==> config.mk <==
export PLATFORM = sky130hd
export DESIGN_NAME = flash_toggle_poller
export DESIGN_NICKNAME = d
export VERILOG_FILES = /design/src/rtl/ftp_pkg.sv /design/src/rtl/ftp_pair_eval.sv /design/src/rtl/ftp_iter_cnt.sv /design/src/rtl/ftp_result_reg.sv /design/src/rtl/flash_toggle_poller.sv
export SDC_FILE = /design/constraint.sdc
export NUM_CORES = 1
export LEC_CHECK = 0
export ABC_CLOCK_PERIOD_IN_PS = 2600
export BUFFER_PORTS_ARGS = -buffer_cell sky130_fd_sc_hd__buf_2
export CORE_ASPECT_RATIO = 0.5
export CORE_MARGIN = 2
export CORE_UTILIZATION = 47
export DETAILED_ROUTE_END_ITERATION = 8
export PLACE_DENSITY = 0.81
export RECOVER_POWER = 100
export SKIP_CTS_REPAIR_TIMING = 1
export SLEW_MARGIN = 20
export SYNTH_ARGS = -nofsm -noshare
export SYNTH_HDL_FRONTEND = slang
export SYNTH_SLANG_ARGS = --single-unit
export TNS_END_PERCENT = 50
==> constraint.sdc <==
create_clock -name clk_i -period 2.6 [get_ports clk_i]
set_input_delay 0.26 -clock clk_i [delete_from_list [all_inputs] [get_ports clk_i]]
set_output_delay 0.26 -clock clk_i [all_outputs]
set_load 0.1 [all_outputs]
==> src/rtl/ftp_pkg.sv <==
package ftp_pkg;
  localparam int unsigned TOG_BIT = 6;
  localparam int unsigned TMO_BIT = 5;
  localparam logic [7:0]  RST_CMD = 8'hF0;

  typedef enum logic [1:0] {
    ST_IDLE,
    ST_RD_A,
    ST_RD_B,
    ST_WR
  } state_e;

  typedef enum logic [1:0] {
    EV_DONE,
    EV_RETRY,
    EV_CONFIRM,
    EV_FAIL
  } eval_e;
endpackage

==> src/rtl/ftp_pair_eval.sv <==
module ftp_pair_eval
  import ftp_pkg::*;
#(
  parameter int unsigned DW = 8
) (
  input  logic [DW-1:0] first_i,
  input  logic [DW-1:0] second_i,
  input  logic          confirm_i,
  input  logic          limit_hit_i,
  output eval_e         ev_o
);
  logic toggled;
  assign toggled = first_i[TOG_BIT] ^ second_i[TOG_BIT];

  always_comb begin
    if (!toggled)                ev_o = EV_DONE;
    else if (confirm_i)          ev_o = EV_FAIL;
    else if (second_i[TMO_BIT])  ev_o = EV_CONFIRM;
    else if (limit_hit_i)        ev_o = EV_FAIL;
    else                         ev_o = EV_RETRY;
  end
endmodule

==> src/rtl/ftp_iter_cnt.sv <==
module ftp_iter_cnt #(
  parameter int unsigned IW = 8
) (
  input  logic          clk_i,
  input  logic          rst_ni,
  input  logic          clr_i,
  input  logic          inc_i,
  input  logic [IW-1:0] max_i,
  output logic          limit_hit_o
);
  logic [IW-1:0] cnt_q;
  logic [IW:0]   cnt_nxt;

  // count of the pair under evaluation, one-based
  assign cnt_nxt     = {1'b0, cnt_q} + 1'b1;
  assign limit_hit_o = cnt_nxt >= {1'b0, max_i};

  always_ff @(posedge clk_i or negedge rst_ni) begin
    if (!rst_ni)                   cnt_q <= '0;
    else if (clr_i)                cnt_q <= '0;
    else if (inc_i && !cnt_nxt[IW]) cnt_q <= cnt_nxt[IW-1:0];
  end
endmodule

==> src/rtl/ftp_result_reg.sv <==
module ftp_result_reg (
  input  logic clk_i,
  input  logic rst_ni,
  input  logic clr_i,
  input  logic set_done_i,
  input  logic set_fail_i,
  output logic done_o,
  output logic fail_o
);
  always_ff @(posedge clk_i or negedge rst_ni) begin
    if (!rst_ni) begin
      done_o <= 1'b0;
      fail_o <= 1'b0;
    end else if (clr_i) begin
      done_o <= 1'b0;
      fail_o <= 1'b0;
    end else begin
      if (set_done_i) done_o <= 1'b1;
      if (set_fail_i) fail_o <= 1'b1;
    end
  end
endmodule

==> src/rtl/flash_toggle_poller.sv <==
module flash_toggle_poller
  import ftp_pkg::*;
#(
  parameter int unsigned DW = 8,
  parameter int unsigned IW = 8
) (
  input  logic          clk_i,
  input  logic          rst_ni,
  input  logic          start_i,
  input  logic          abort_i,
  input  logic [IW-1:0] max_iter_i,
  output logic          rd_req_o,
  input  logic          rd_ack_i,
  input  logic [DW-1:0] rd_data_i,
  output logic          wr_req_o,
  input  logic          wr_ack_i,
  output logic [DW-1:0] wr_data_o,
  output logic          done_o,
  output logic          fail_o,
  output logic          busy_o
);
  state_e        state_q;
  logic [DW-1:0] first_q;
  logic          confirm_q;
  logic          limit_hit;
  eval_e         ev;
  logic          kill;
  logic          accept;
  logic          pair_end;

  assign busy_o    = state_q != ST_IDLE;
  assign kill      = abort_i && busy_o;
  assign accept    = (state_q == ST_IDLE) && start_i;
  assign pair_end  = (state_q == ST_RD_B) && rd_ack_i && !kill;
  assign rd_req_o  = (state_q == ST_RD_A) || (state_q == ST_RD_B);
  assign wr_req_o  = state_q == ST_WR;
  assign wr_data_o = DW'(RST_CMD);

  ftp_pair_eval #(.DW(DW)) u_eval (
    .first_i     (first_q),
    .second_i    (rd_data_i),
    .confirm_i   (confirm_q),
    .limit_hit_i (limit_hit),
    .ev_o        (ev)
  );

  ftp_iter_cnt #(.IW(IW)) u_cnt (
    .clk_i       (clk_i),
    .rst_ni      (rst_ni),
    .clr_i       (accept),
    .inc_i       (pair_end && ev == EV_RETRY),
    .max_i       (max_iter_i),
    .limit_hit_o (limit_hit)
  );

  ftp_result_reg u_res (
    .clk_i      (clk_i),
    .rst_ni     (rst_ni),
    .clr_i      (accept),
    .set_done_i (pair_end && ev == EV_DONE),
    .set_fail_i ((state_q == ST_WR) && wr_ack_i && !kill),
    .done_o     (done_o),
    .fail_o     (fail_o)
  );

  always_ff @(posedge clk_i or negedge rst_ni) begin
    if (!rst_ni) begin
      state_q   <= ST_IDLE;
      first_q   <= '0;
      confirm_q <= 1'b0;
    end else if (kill) begin
      state_q   <= ST_IDLE;
      confirm_q <= 1'b0;
    end else begin
      unique case (state_q)
        ST_IDLE: if (start_i) begin
          state_q   <= ST_RD_A;
          confirm_q <= 1'b0;
        end
        ST_RD_A: if (rd_ack_i) begin
          first_q <= rd_data_i;
          state_q <= ST_RD_B;
        end
        ST_RD_B: if (rd_ack_i) begin
          unique case (ev)
            EV_DONE:    state_q <= ST_IDLE;
            EV_RETRY:   state_q <= ST_RD_A;
            EV_CONFIRM: begin
              confirm_q <= 1'b1;
              state_q   <= ST_RD_A;
            end
            EV_FAIL:    state_q <= ST_WR;
            default:    state_q <= ST_IDLE;
          endcase
        end
        ST_WR: if (wr_ack_i) state_q <= ST_IDLE;
        default: state_q <= ST_IDLE;
      endcase
    end
  end
endmodule

=== After elaboration in Yosys (flattened, before gate mapping) ===
Index checks and enable logic that the tools add are counted.

* Bits in registers: 20
* Bits of input ports: 22
* Output and inout port bits: 13
* Logic and storage cells: 66

* Add/subtract/negate cells: 1
* Order comparisons: 1
* Eq/ne operators: 11
* Mux-type cells: 22
* Bitwise gates (word level): 2
* Reductions and logical operators: 23

{| class="wikitable"
|+ Operator list
! operator !! number
|-
| two-way mux 2 bit || 9
|-
| two-way mux 8 bit || 2
|-
| adder 8 x 1 -> 9 bit, second input constant || 1
|-
| >= comparator 9 x 8 -> 1 bit || 1
|-
| logical AND 1 bit || 9
|-
| inequality test 3 bit, second input constant || 3
|-
| == test 2 bit, second input constant || 4
|-
| two-way mux 1 bit || 8
|-
| one-hot mux 2 bit (4 select lines) || 1
|-
| AND reduction 4 bit || 2
|-
| nonzero test 2 bit || 4
|-
| one-hot mux 2 bit (3 select lines) || 1
|-
| == test 2 x 1 -> 1 bit, second input constant || 2
|-
| zero test 2 bit || 2
|-
| inequality test 3 x 1 -> 1 bit, second input constant || 1
|-
| inequality test 3 x 2 -> 1 bit, second input constant || 1
|-
| AND reduction 3 bit || 1
|-
| nonzero test 3 bit || 1
|-
| zero test 1 bit || 2
|-
| one-hot mux 1 bit (2 select lines) || 1
|-
| OR reduction 2 bit || 1
|-
| logical OR 1 bit || 1
|-
| inverter 1 bit || 1
|-
| XOR 1 bit || 1
|}

=== Depth between registers and ports, before layout ===
Gate-level depths: netlist of run 1.

* Word-level depth: 12
* Mapped depth: 11
* Gate-level depth less buffers: 10

=== Hierarchy ===
From an unflattened synthesis of run 1, not the netlist that was laid out.

* Cells, all modules: 152
* Area, all modules: 1516.5 um^2

{| class="wikitable"
|+ By module, submodules not included
! module !! instances !! cells an instance !! area each (um^2) !! sequential area each (um^2)
|-
| ftp_iter_cnt || 1 || 80 || 742.0 || 200.2
|-
| flash_toggle_poller || 1 || 63 || 674.4 || 275.3
|-
| ftp_result_reg || 1 || 4 || 70.1 || 50.0
|-
| ftp_pair_eval || 1 || 5 || 30.0 || 0.0
|}

=== Worst setup path before layout of run 1 ===
Ideal clock, no wire load.

* Path kind: register -> register
* From: register u_cnt.cnt_q[0]
* To: register u_cnt.cnt_q[7]
* Library setup time: 78 ps
* Arrival time: 2660 ps
* Required time: 2522 ps
* Setup slack: -137 ps
* Stages on the path, launching flop included: 12
* Buffers on the path: 1
* Clock period less this slack: 2737 ps
* Cell sequence: dfrtp_1 > ha_1 > and3_4 > nand3_1 > xnor2_1 > ha_1 > a21o_1 > a32o_1 > or2_1 > buf_6 > or4_1 > a21oi_1

* Cells in the longest elaborated chain, start to end: 10
* Elaborated cells on any way between the ends: 13
* Those cells by class: add/sub: 1; order compare: 1; eq/ne: 1; mux: 6; reduce/logical: 4

{| class="wikitable"
|+ Ends and longest elaborated chain
! element !! RTL line !! RTL
|-
| from (decl) || ftp_iter_cnt.sv:11 || <nowiki>logic [IW-1:0] cnt_q;</nowiki>
|-
| from (signal assigned) || ftp_iter_cnt.sv:21 || <nowiki>else if (inc_i && !cnt_nxt[IW]) cnt_q <= cnt_nxt[IW-1:0];</nowiki>
|-
| adder 8 x 1 -> 9 bit * || ftp_iter_cnt.sv:15 || <nowiki>assign cnt_nxt = {1'b0, cnt_q} + 1'b1;</nowiki>
|-
| >= comparator 9 x 8 -> 1 bit || ftp_iter_cnt.sv:16 || <nowiki>assign limit_hit_o = cnt_nxt >= {1'b0, max_i};</nowiki>
|-
| two-way mux 2 bit || ftp_pair_eval.sv:19 || <nowiki>else if (limit_hit_i) ev_o = EV_FAIL;</nowiki>
|-
| two-way mux 2 bit || ftp_pair_eval.sv:18 || <nowiki>else if (second_i[TMO_BIT]) ev_o = EV_CONFIRM;</nowiki>
|-
| two-way mux 2 bit || ftp_pair_eval.sv:17 || <nowiki>else if (confirm_i) ev_o = EV_FAIL;</nowiki>
|-
| two-way mux 2 bit || ftp_pair_eval.sv:16 || <nowiki>if (!toggled) ev_o = EV_DONE;</nowiki>
|-
| == test 2 x 1 -> 1 bit || flash_toggle_poller.sv:51 || <nowiki>.inc_i (pair_end && ev == EV_RETRY),</nowiki>
|-
| logical AND 1 bit || flash_toggle_poller.sv:51 ||
|-
| logical AND 1 bit || ftp_iter_cnt.sv:21 ||
|-
| nonzero test 2 bit (no source line) || n/a ||
|}

Mark *: on every way between the ends. The rest lies on a longest branch, timed or not. The select of a mux whose other input is x is not followed.
A chain may end at the register's enable or synchronous reset.

=== Final worst setup path of run 1 ===
Ends and elaborated chain as after synthesis.

==> impl_metrics.py, run 1 <==
metrics = {
    "worst_setup_path": {
        "critical_path.top_delay_family": "compound AO/OA/AOI/OAI gates",
        "critPathArrivalTime_ps": 2870,
        "cp-end-kind": "flip-flop",
        "worstPathMaxFanout": 6,
        "cp_cell_sequence": "ha_4, and3_4, nand3_4, xnor2_2, ha_1, a21o_1, a32o_2, or2_4, buf_6, o31ai_1, a21oi_2",
        "critPathSlowestCell": "dfrtp_2",
        "start_kind": "flip-flop",
        "critPathMaxStageDelay_ps": 410,
        "crit_buf_inv": 1,
        "worstSetupPathType": "flip-flop to flip-flop",
        "cp.required_ps": 2710,
        "reg2reg_slack_ps": -160,
    },
    "min_path": {
        "hp-class": "primary input to flip-flop",
    },
    "grt": {
        "antenna_found_initial": 0,
        "gr-total-overflow": 0,
        "grt_pass1_vias": 1042,
        "grt_start_max_net_pins": 15,
        "grt_pass1_wl_um": 4520,
        "grt_util_all_layers": 0.187,
    },
    "die": {
        "boundaryPins": 35,
        "core_area_um2": 2540,
        "rows": 13,
        "dieWidth_um": 76.3,
        "die_h_um": 40.2,
        "dieArea_um2": 3060,
        "start_util": 0.484,
    },
    "place": {
        "preCtsSetupSlack_ps": -97.9,
        "dp_hpwl_um": 2170,
        "io_buffers": 20,
        "place_congestion": 0.792,
    },
    "synthesis": {
        "syn_avg_cell_area_um2": 8.42,
        "synth_top_area_cell": "dfrtp_1",
        "synthArstFlopShare": 1.00,
        "synth_seq_area_share": 0.285,
        "synth-seq-cells": 14,
        "synth_cells": 146,
        "synthesis.area_um2": 1230,
        "netlist_top_cells_area": "dfrtp_1 29%, ha_1 13%, a21oi_1 6.1%",
        "yosysWarnings": 0,
        "synth-edff-count": 0,
        "synth_cell_types": 41,
        "synth_top_area_share": 0.285,
        "synthFlopType": "dfrtp_1",
    },
    "sta": {
        "min_period_ps": 2760,
        "rsz0062_at_grt": "yes",
        "fmax_mhz": 362,
        "period_share": 1.06,
        "setup_slack_ps": -159,
        "hold_violations": 0,
        "maxSlewViolCount": 0,
        "setup_tns_ps": -465,
        "finalSetupViolations": 6,
        "relSlewSlack": 0.228,
        "finClkSkew_ps": 2.29,
        "tightest_slew_ps": 1160,
    },
    "outcome": {
        "status": "complete, but fails checks",
        "violations": "negative setup slack",
    },
    "route": {
        "post_drt_wl_per_cell_um": 15.1,
        "antenna_left": 0,
        "totalWireLength_um": 3380,
        "drc": 0,
        "drtIter0Drc": 95,
        "num_vias": 1263,
        "firstDrtPassIters": 4,
        "viasPerCell": 5.66,
    },
    "cts": {
        "clk_pin_slew_ps": 60,
        "cts-root-buf": "clkbuf_8",
        "cts_buffers": 3,
        "htree_levels": 1,
        "cts_tree": "done",
        "clock-sinks": 14,
        "clockBufferDepth": 2,
        "worstSkewPairLatency_ps": 250,
    },
    "cells_and_area": {
        "fin_util": 0.637,
        "syn_to_final_growth_pct": 31.5,
        "nNetsFinal": 223,
        "final_cell_mix": "18 x buf_4, 17 x buf_2, 13 x inv_1, 13 x a21oi_1, 13 x dfrtp_1",
        "diodes": 0,
        "drive_above_1_share": 0.317,
        "final_common_cell": "buf_4",
    },
    "pwr": {
        "power_density_nw_per_um2": 729,
        "irDropWorstVdd_mv": 0.793,
        "p_leak_nw": 0.791,
    },
    "job": {
        "maxCapViolCount": 0,
    },
}
[Yosys cell counts (3+ instances only)]
| cell | instances |
|---|---|
| o41ai_1 | 3 |
| dfrtp_1 | 14 |
| o21ai_0 | 8 |
| nor2_1 | 7 |
| xnor2_1 | 5 |
| inv_1 | 13 |
| ha_1 | 13 |
| a21oi_1 | 15 |
| buf_4 | 8 |
| nand3_1 | 8 |
| and3_1 | 3 |
| nand2b_1 | 3 |
| nand2_1 | 11 |
[cells by family (layout without fill, tap and decap cells)]
kind of cell / count (synthesis) / count (layout) / share of synthesized area
DFF: 14 / 14 / 0.285
xor gates and xnor gates: 7 / 7 / 0.0499
and+or+nand+nor: 49 / 49 / 0.228
buffers and inverters: 23 / 57 / 0.101
adders and majority gates: 13 / 13 / 0.132
AOI/OAI and AO/OA: 36 / 36 / 0.180
muxes: 2 / 2 / 0.0173
other: 2 / 8 / 0.00611
[report_power, final]
part,switching (mW),internal [mW],total (mW),leakage (nW)
clock,0.0776,0.103,0.180,0.0216
combinational,0.542,0.158,0.700,0.582
sequential,0.0378,0.259,0.297,0.188
[per-layer routing]
metal / track usage / vias up / wire length [µm]
met5: 0 / - / 0
met4: 0.0545 / 0 / 89
met3: 0.0270 / 12 / 221
met2: 0.350 / 72 / 1560
met1: 0.239 / 588 / 1500
li1: - / 591 / -
[per-stage QoR]
stage	area (µm²)	total power, mW	hold WS [ps]	cells
floorplan	1270	0.868	-35.6	152
global placement	1460	0.954	171	215
detailed placement	1460	0.969	175	215
CTS	1510	1.15	-87.2	218
global route	1620	1.24	277	223
finish	1620	1.18	270	223
[registers in the layout (all words and copies together) (netlist names)]
name and flops:
state_q 2, confirm_q 1, u_res.fail_o 1, first_q 1
u_res.done_o 1, u_cnt.cnt_q 8
[layout make-up]
| type | instances | area, µm² |
|---|---|---|
| fillers | 205 | 922 |
| repair buffers | 41 | 264 |
| clock buffers | 3 | 41.3 |
| flip-flops and latches | 14 | 352 |
| inverters | 13 | 48.8 |
| multi-input cells | 115 | 863 |
| well taps | 37 | 46.3 |
[worst register-to-register path: stages, from the launching register on]
cell     delay [ps]
dfrtp_2         410
ha_4            140
and3_4          190
nand3_4          90
xnor2_2         140
ha_1            290
a21o_1          170
a32o_2          240
or2_4           290
buf_6           130
o31ai_1         400
a21oi_2         120
[final timing paths]
kind                             endpoint      startpoint  cells past startpoint
setup / recovery           u_cnt.cnt_q[7]  u_cnt.cnt_q[0]                     11
hold / removal                 first_q[6]    rd_data_i[6]                      2
setup reg to reg           u_cnt.cnt_q[7]  u_cnt.cnt_q[0]                     11
hold reg to reg              u_res.done_o    u_res.done_o                      2
max in group asynchronous  u_cnt.cnt_q[0]          rst_ni                      2
min in group asynchronous      first_q[6]          rst_ni                      2
Power figures use the tool's default switching activity.
==> run 2, diff against run 1 <==
--- a/config.mk
+++ b/config.mk
@@ -5,14 +5,14 @@
 export SDC_FILE = /design/constraint.sdc
 export NUM_CORES = 1
 export LEC_CHECK = 0
-export ABC_CLOCK_PERIOD_IN_PS = 2600
+export ABC_CLOCK_PERIOD_IN_PS = 2900
 export BUFFER_PORTS_ARGS = -buffer_cell sky130_fd_sc_hd__buf_2
-export CORE_ASPECT_RATIO = 0.5
 export CORE_MARGIN = 2
-export CORE_UTILIZATION = 47
+export CORE_UTILIZATION = 51
 export DETAILED_ROUTE_END_ITERATION = 8
-export PLACE_DENSITY = 0.81
+export PLACE_DENSITY = 0.84
 export RECOVER_POWER = 100
+export REMOVE_ABC_BUFFERS = 1
 export SKIP_CTS_REPAIR_TIMING = 1
 export SLEW_MARGIN = 20
 export SYNTH_ARGS = -nofsm -noshare
==> constraint.sdc (replaced) <==
create_clock -name clk_i -period 2.9 [get_ports clk_i]
set_input_delay 0.29 -clock clk_i [delete_from_list [all_inputs] [get_ports clk_i]]
set_output_delay 0.29 -clock clk_i [all_outputs]
set_load 0.1 [all_outputs]
==> run 2 against run 1 <==
Effect of this change: the flow now finishes without violations; critical path depth stayed put; non-clock buffer count decreased by 11; routed wire length is 19% lower; die area is 8.0% lower; sequential power down 11%; clock-buffer cell count increased by 1; clock skew hardly changed; critical path type unchanged; core utilization rose by 0.66 points; sequential share of layout area rose by 2.4 points; global-route usage grew 2.0 points.
==> impl_metrics.py, run 2 (same netlist as run 1, synthesis figures left out) <==
metrics = {
    "worst_setup_path": {
        "cp.required_ps": 3100,
        "rr_worst_depth": 11,
        "worstSetupPathType": "flip-flop to flip-flop",
        "critPathSlowestCell": "dfrtp_1",
        "critPathMaxStageDelay_ps": 430,
        "reg2reg_from": "u_cnt.cnt_q[0]",
        "critPathArrivalTime_ps": 3000,
        "start_kind": "flip-flop",
        "reg2reg_slack_ps": 100,
        "reg2reg_to": "u_cnt.cnt_q[0]",
        "cp-endpoint": "u_cnt.cnt_q[0]",
        "worstPathMaxFanout": 5,
        "cp-end-kind": "flip-flop",
        "cp_cell_sequence": "ha_2, and3_4, nand3_2, xnor2_1, ha_1, a21o_1, a32o_1, or2_4, buf_4, or3_1, a21oi_2",
        "critPathLaunch": "u_cnt.cnt_q[0]",
    },
    "outcome": {
        "status": "finished clean",
    },
    "min_path": {
        "hp-class": "primary input to flip-flop",
        "worstHoldPathCells": 2,
    },
    "route": {
        "antenna_left": 0,
        "viasPerCell": 5.67,
        "totalWireLength_um": 2730,
        "drc": 0,
        "firstDrtPassIters": 4,
        "post_drt_wl_per_cell_um": 13.4,
        "num_vias": 1157,
        "drtIter0Drc": 37,
    },
    "cts": {
        "worstSkewPairLatency_ps": 280,
        "cts_tree": "done",
        "clockBufferDepth": 2,
        "cts_buffers": 3,
        "cts-root-buf": "clkbuf_4",
        "htree_levels": 1,
        "clock-sinks": 14,
        "clk_pin_slew_ps": 80,
    },
    "cells_and_area": {
        "top_register": "u_cnt.cnt_q",
        "nNetsFinal": 212,
        "largest_reg_flops": 8,
        "final_cell_mix": "14 x dfrtp_1, 14 x buf_2, 13 x inv_1, 13 x a21oi_1, 12 x ha_1",
        "seqCellArea_um2": 350,
        "diodes": 0,
        "layout.cells.non_filler": 204,
        "fin_util": 0.643,
        "nFillCells": 207,
        "reg_top3": "u_cnt.cnt_q: 8 flops, state_q: 2 flops",
        "drive_above_1_share": 0.222,
        "syn_to_final_growth_pct": 18.0,
        "multiInputGateArea_um2": 810,
    },
    "sta": {
        "hold_violations": 0,
        "min_period_ps": 2800,
        "relSlewSlack": 0.229,
        "fmax_mhz": 358,
        "finClkSkew_ps": 1.83,
        "period_share": 0.964,
        "tightest_slew_ps": 1160,
        "finalSetupViolations": 0,
        "maxSlewViolCount": 0,
    },
    "grt": {
        "grt_start_max_net_pins": 15,
        "grt_pass1_wl_um": 4370,
        "grt_util_all_layers": 0.208,
        "gr-total-overflow": 0,
        "antenna_found_initial": 0,
        "grt_pass1_vias": 1048,
    },
    "die": {
        "core_area_um2": 2250,
        "boundaryPins": 35,
        "dieArea_um2": 2820,
        "dieWidth_um": 53.1,
        "die_h_um": 53.1,
        "start_util": 0.545,
        "rows": 17,
    },
    "pwr": {
        "p_leak_nw": 0.692,
        "power_density_nw_per_um2": 693,
        "irDropWorstVdd_mv": 0.810,
    },
    "place": {
        "dpl.cell_count": 198,
        "io_buffers": 20,
        "place_congestion": 0.869,
        "dp_hpwl_um": 2170,
    },
    "job": {
        "maxCapViolCount": 0,
    },
}
[run 2: cell count changes in the layout (fill, tap and decap cells not counted), sizes merged]
cell,before,now
buf,37,23
clkbuf,6,10
[run 2: worst min-delay path by stage]
stage,from,end,slack (ps)
2_1_floorplan,rst_ni,confirm_q,-6
3_3_place_gp,rst_ni,state_q[0],190
3_5_place_dp,rst_ni,state_q[0],200
4_1_cts,rst_ni,state_q[0],-100
5_1_grt,rd_data_i[6],first_q[6],290
6_report,rd_data_i[6],first_q[6],270
[run 2: worst max-delay path: cells and delay by family, from the launching register on]
kind	cells	cell delay [ps]
flip-flops	1	430
AND/OR/NAND/NOR	4	910
buffers and inverters	1	160
adder cells (fa/ha/maj)	2	540
XOR/XNOR	1	150
AO/OA/AOI/OAI	3	540
[run 2: final cells by class]
| class | count | share of cell area |
|---|---|---|
| clock buffer | 4 | 0.0250 |
| timing repair buffer | 30 | 0.117 |
| inverter | 13 | 0.0336 |
| sequential | 14 | 0.242 |
| multi-input combinational | 115 | 0.558 |
| tap | 28 | 0.0242 |
[run 2: report_power, final]
| part | internal, mW | switching [mW] |
|---|---|---|
| combinational | 0.130 | 0.473 |
| sequential | 0.232 | 0.0328 |
| clock | 0.0764 | 0.0607 |
| total | 0.438 | 0.567 |
[run 2: stage by stage]
stage / setup TNS, ps / total power, mW / setup WS [ps] / area [µm²] / hold WS, ps
after floorplan: 0 / 0.756 / 184 / 1180 / -5.59
after global placement: 0 / 0.846 / 175 / 1370 / 195
after detailed placement: 0 / 0.867 / 144 / 1370 / 204
after CTS: 0 / 1.00 / 114 / 1410 / -100
after global routing: -32.8 / 1.07 / -28.1 / 1450 / 290
final: 0 / 1.00 / 103 / 1450 / 273
[run 2: per-layer routing]
layer,wire (µm),vias up,track usage,share of wire
li1,-,566,-,-
met1,1220,540,0.266,0.45
met2,1340,46,0.369,0.49
met3,143,5,0.0169,0.052
met4,26,0,0.0598,0.0095
met5,0,-,0,0
==> run 3, diff against run 2 <==
--- a/config.mk
+++ b/config.mk
@@ -5,12 +5,13 @@
 export SDC_FILE = /design/constraint.sdc
 export NUM_CORES = 1
 export LEC_CHECK = 0
-export ABC_CLOCK_PERIOD_IN_PS = 2900
+export ABC_CLOCK_PERIOD_IN_PS = 2500
 export BUFFER_PORTS_ARGS = -buffer_cell sky130_fd_sc_hd__buf_2
+export CORE_ASPECT_RATIO = 0.5
 export CORE_MARGIN = 2
-export CORE_UTILIZATION = 51
+export CORE_UTILIZATION = 47
 export DETAILED_ROUTE_END_ITERATION = 8
-export PLACE_DENSITY = 0.84
+export PLACE_DENSITY = 0.81
 export RECOVER_POWER = 100
 export REMOVE_ABC_BUFFERS = 1
 export SKIP_CTS_REPAIR_TIMING = 1
==> constraint.sdc (replaced) <==
create_clock -name clk_i -period 2.5 [get_ports clk_i]
set_input_delay 0.25 -clock clk_i [delete_from_list [all_inputs] [get_ports clk_i]]
set_output_delay 0.25 -clock clk_i [all_outputs]
set_load 0.1 [all_outputs]
==> run 3 against run 2 <==
Effect of this change: the flow now finishes with violations (negative setup slack); design area grew 18%; via count grew 11%; die area grew 8.7%; cell count grew 14%; largest cell class unchanged.
==> impl_metrics.py, run 3 (same netlist as run 1, synthesis figures left out) <==
metrics = {
    "sta": {
        "tightest_slew_ps": 1160,
        "holdWs_ps": 273,
        "setup_slack_ps": -296,
        "hold_violations": 0,
        "finClkSkew_ps": 3.00,
        "relSlewSlack": 0.228,
        "rsz0062_at_grt": "yes",
        "finalSetupViolations": 9,
        "period_share": 1.12,
        "fmax_mhz": 358,
        "min_period_ps": 2800,
        "setup_tns_ps": -1660,
        "maxSlewViolCount": 0,
    },
    "cells_and_area": {
        "drive_above_1_share": 0.374,
        "final_common_cell": "buf_4",
        "fin_util": 0.673,
        "final_cell_mix": "27 x buf_4, 17 x buf_2, 14 x dfrtp_1",
        "reg_top3": "u_cnt.cnt_q: 8 flops, state_q: 2 flops",
        "diodes": 0,
        "syn_to_final_growth_pct": 39.0,
        "nNetsFinal": 231,
        "fin_area_um2": 1710,
        "top_register": "u_cnt.cnt_q",
        "layout.cells.non_filler": 232,
        "largest_reg_flops": 8,
    },
    "route": {
        "firstDrtPassIters": 4,
        "antenna_left": 0,
        "drtIter0Drc": 114,
        "drc": 0,
        "post_drt_wl_per_cell_um": 15.3,
        "viasPerCell": 5.54,
        "num_vias": 1286,
        "totalWireLength_um": 3550,
    },
    "cts": {
        "clk_pin_slew_ps": 60,
        "clockBufferDepth": 2,
        "clock-sinks": 14,
        "worstSkewPairLatency_ps": 240,
        "cts_buffers": 3,
        "cts-root-buf": "clkbuf_8",
        "htree_levels": 1,
        "cts_tree": "done",
    },
    "pwr": {
        "power_density_nw_per_um2": 745,
        "power_mw": 1.27,
        "irDropWorstVdd_mv": 0.878,
        "p_leak_nw": 0.842,
    },
    "die": {
        "core_area_um2": 2540,
        "boundaryPins": 35,
        "rows": 13,
        "start_util": 0.484,
        "dieWidth_um": 76.3,
        "dieArea_um2": 3060,
        "die_h_um": 40.2,
    },
    "worst_setup_path": {
        "cp_cell_sequence": "ha_2, and3_4, nand3_4, xnor2_2, ha_1, a21o_1, a32o_2, or2_4, or4_4, a21oi_2",
        "critPathMaxStageDelay_ps": 500,
        "critPathArrivalTime_ps": 2960,
        "critPathLaunch": "u_cnt.cnt_q[0]",
        "cp.required_ps": 2670,
        "reg2reg_slack_ps": -300,
        "worstPathMaxFanout": 6,
        "rr_worst_depth": 10,
        "reg2reg_to": "u_cnt.cnt_q[7]",
        "worstSetupPathType": "flip-flop to flip-flop",
        "cp-end-kind": "flip-flop",
        "critPathSlowestCell": "or4_4",
        "reg2reg_from": "u_cnt.cnt_q[0]",
        "start_kind": "flip-flop",
    },
    "job": {
        "maxCapViolCount": 0,
    },
    "grt": {
        "grt_pass1_vias": 1039,
        "grt_start_max_net_pins": 15,
        "grt_pass1_wl_um": 4690,
        "antenna_found_initial": 0,
        "gr-total-overflow": 0,
        "grt_util_all_layers": 0.197,
    },
    "min_path": {
        "hp-class": "primary input to flip-flop",
        "worstHoldPathCells": 2,
        "worstHoldStart": "rd_data_i[6]",
        "hold_path_end": "first_q[6]",
    },
    "place": {
        "dp_hpwl_um": 2320,
        "io_buffers": 20,
        "placed_cell_area_um2": 1500,
        "place_congestion": 0.840,
        "dpl.cell_count": 223,
        "preCtsSetupSlack_ps": -287,
    },
    "outcome": {
        "violations": "negative setup slack",
        "status": "complete, but fails checks",
    },
}
## run 3: changes by cell type in the layout (fill, tap and decap cells not counted), sizes merged
cell | previous run | this run
buf | 23 | 45
clkbuf | 10 | 7
## run 3: area by class of cell
type                       instances  area [µm²]
clock buffer                       4        55.1
inverter                          13        48.8
fill                             191         830
multi-input combinational        115         887
sequential                        14         350
timing repair buffer              49         320
tap                               37        46.3
## run 3: worst max-delay path, delay by kind of cell (launching register included)
kind / cells / cell delay [ps]
AND/OR/NAND/NOR: 4 / 1060
AO/OA/AOI/OAI: 3 / 550
adder cells (fa/ha/maj): 2 / 540
flip-flops: 1 / 420
XOR/XNOR: 1 / 150
## run 3: how the worst max path moves through the flow
stage                                 to  slack, ps
final                     u_cnt.cnt_q[7]       -300
after global placement    u_cnt.cnt_q[3]       -150
after floorplan           u_cnt.cnt_q[3]       -220
after detailed placement  u_cnt.cnt_q[3]       -290
after CTS                 u_cnt.cnt_q[3]       -310
after global routing      u_cnt.cnt_q[7]       -360
## run 3: layer usage
layer / vias up / part of all wire / routed length [µm] / track usage
li1: 607 / - / - / -
met1: 607 / 0.44 / 1560 / 0.252
met2: 64 / 0.47 / 1650 / 0.372
met3: 8 / 0.072 / 257 / 0.0248
met4: 0 / 0.021 / 74 / 0.0500
met5: - / 0 / 0 / 0
## run 3: report_power, final
group          switching, mW  internal [mW]
Clock                 0.0786          0.139
Sequential            0.0418          0.269
Combinational          0.565          0.178
Total                  0.685          0.587
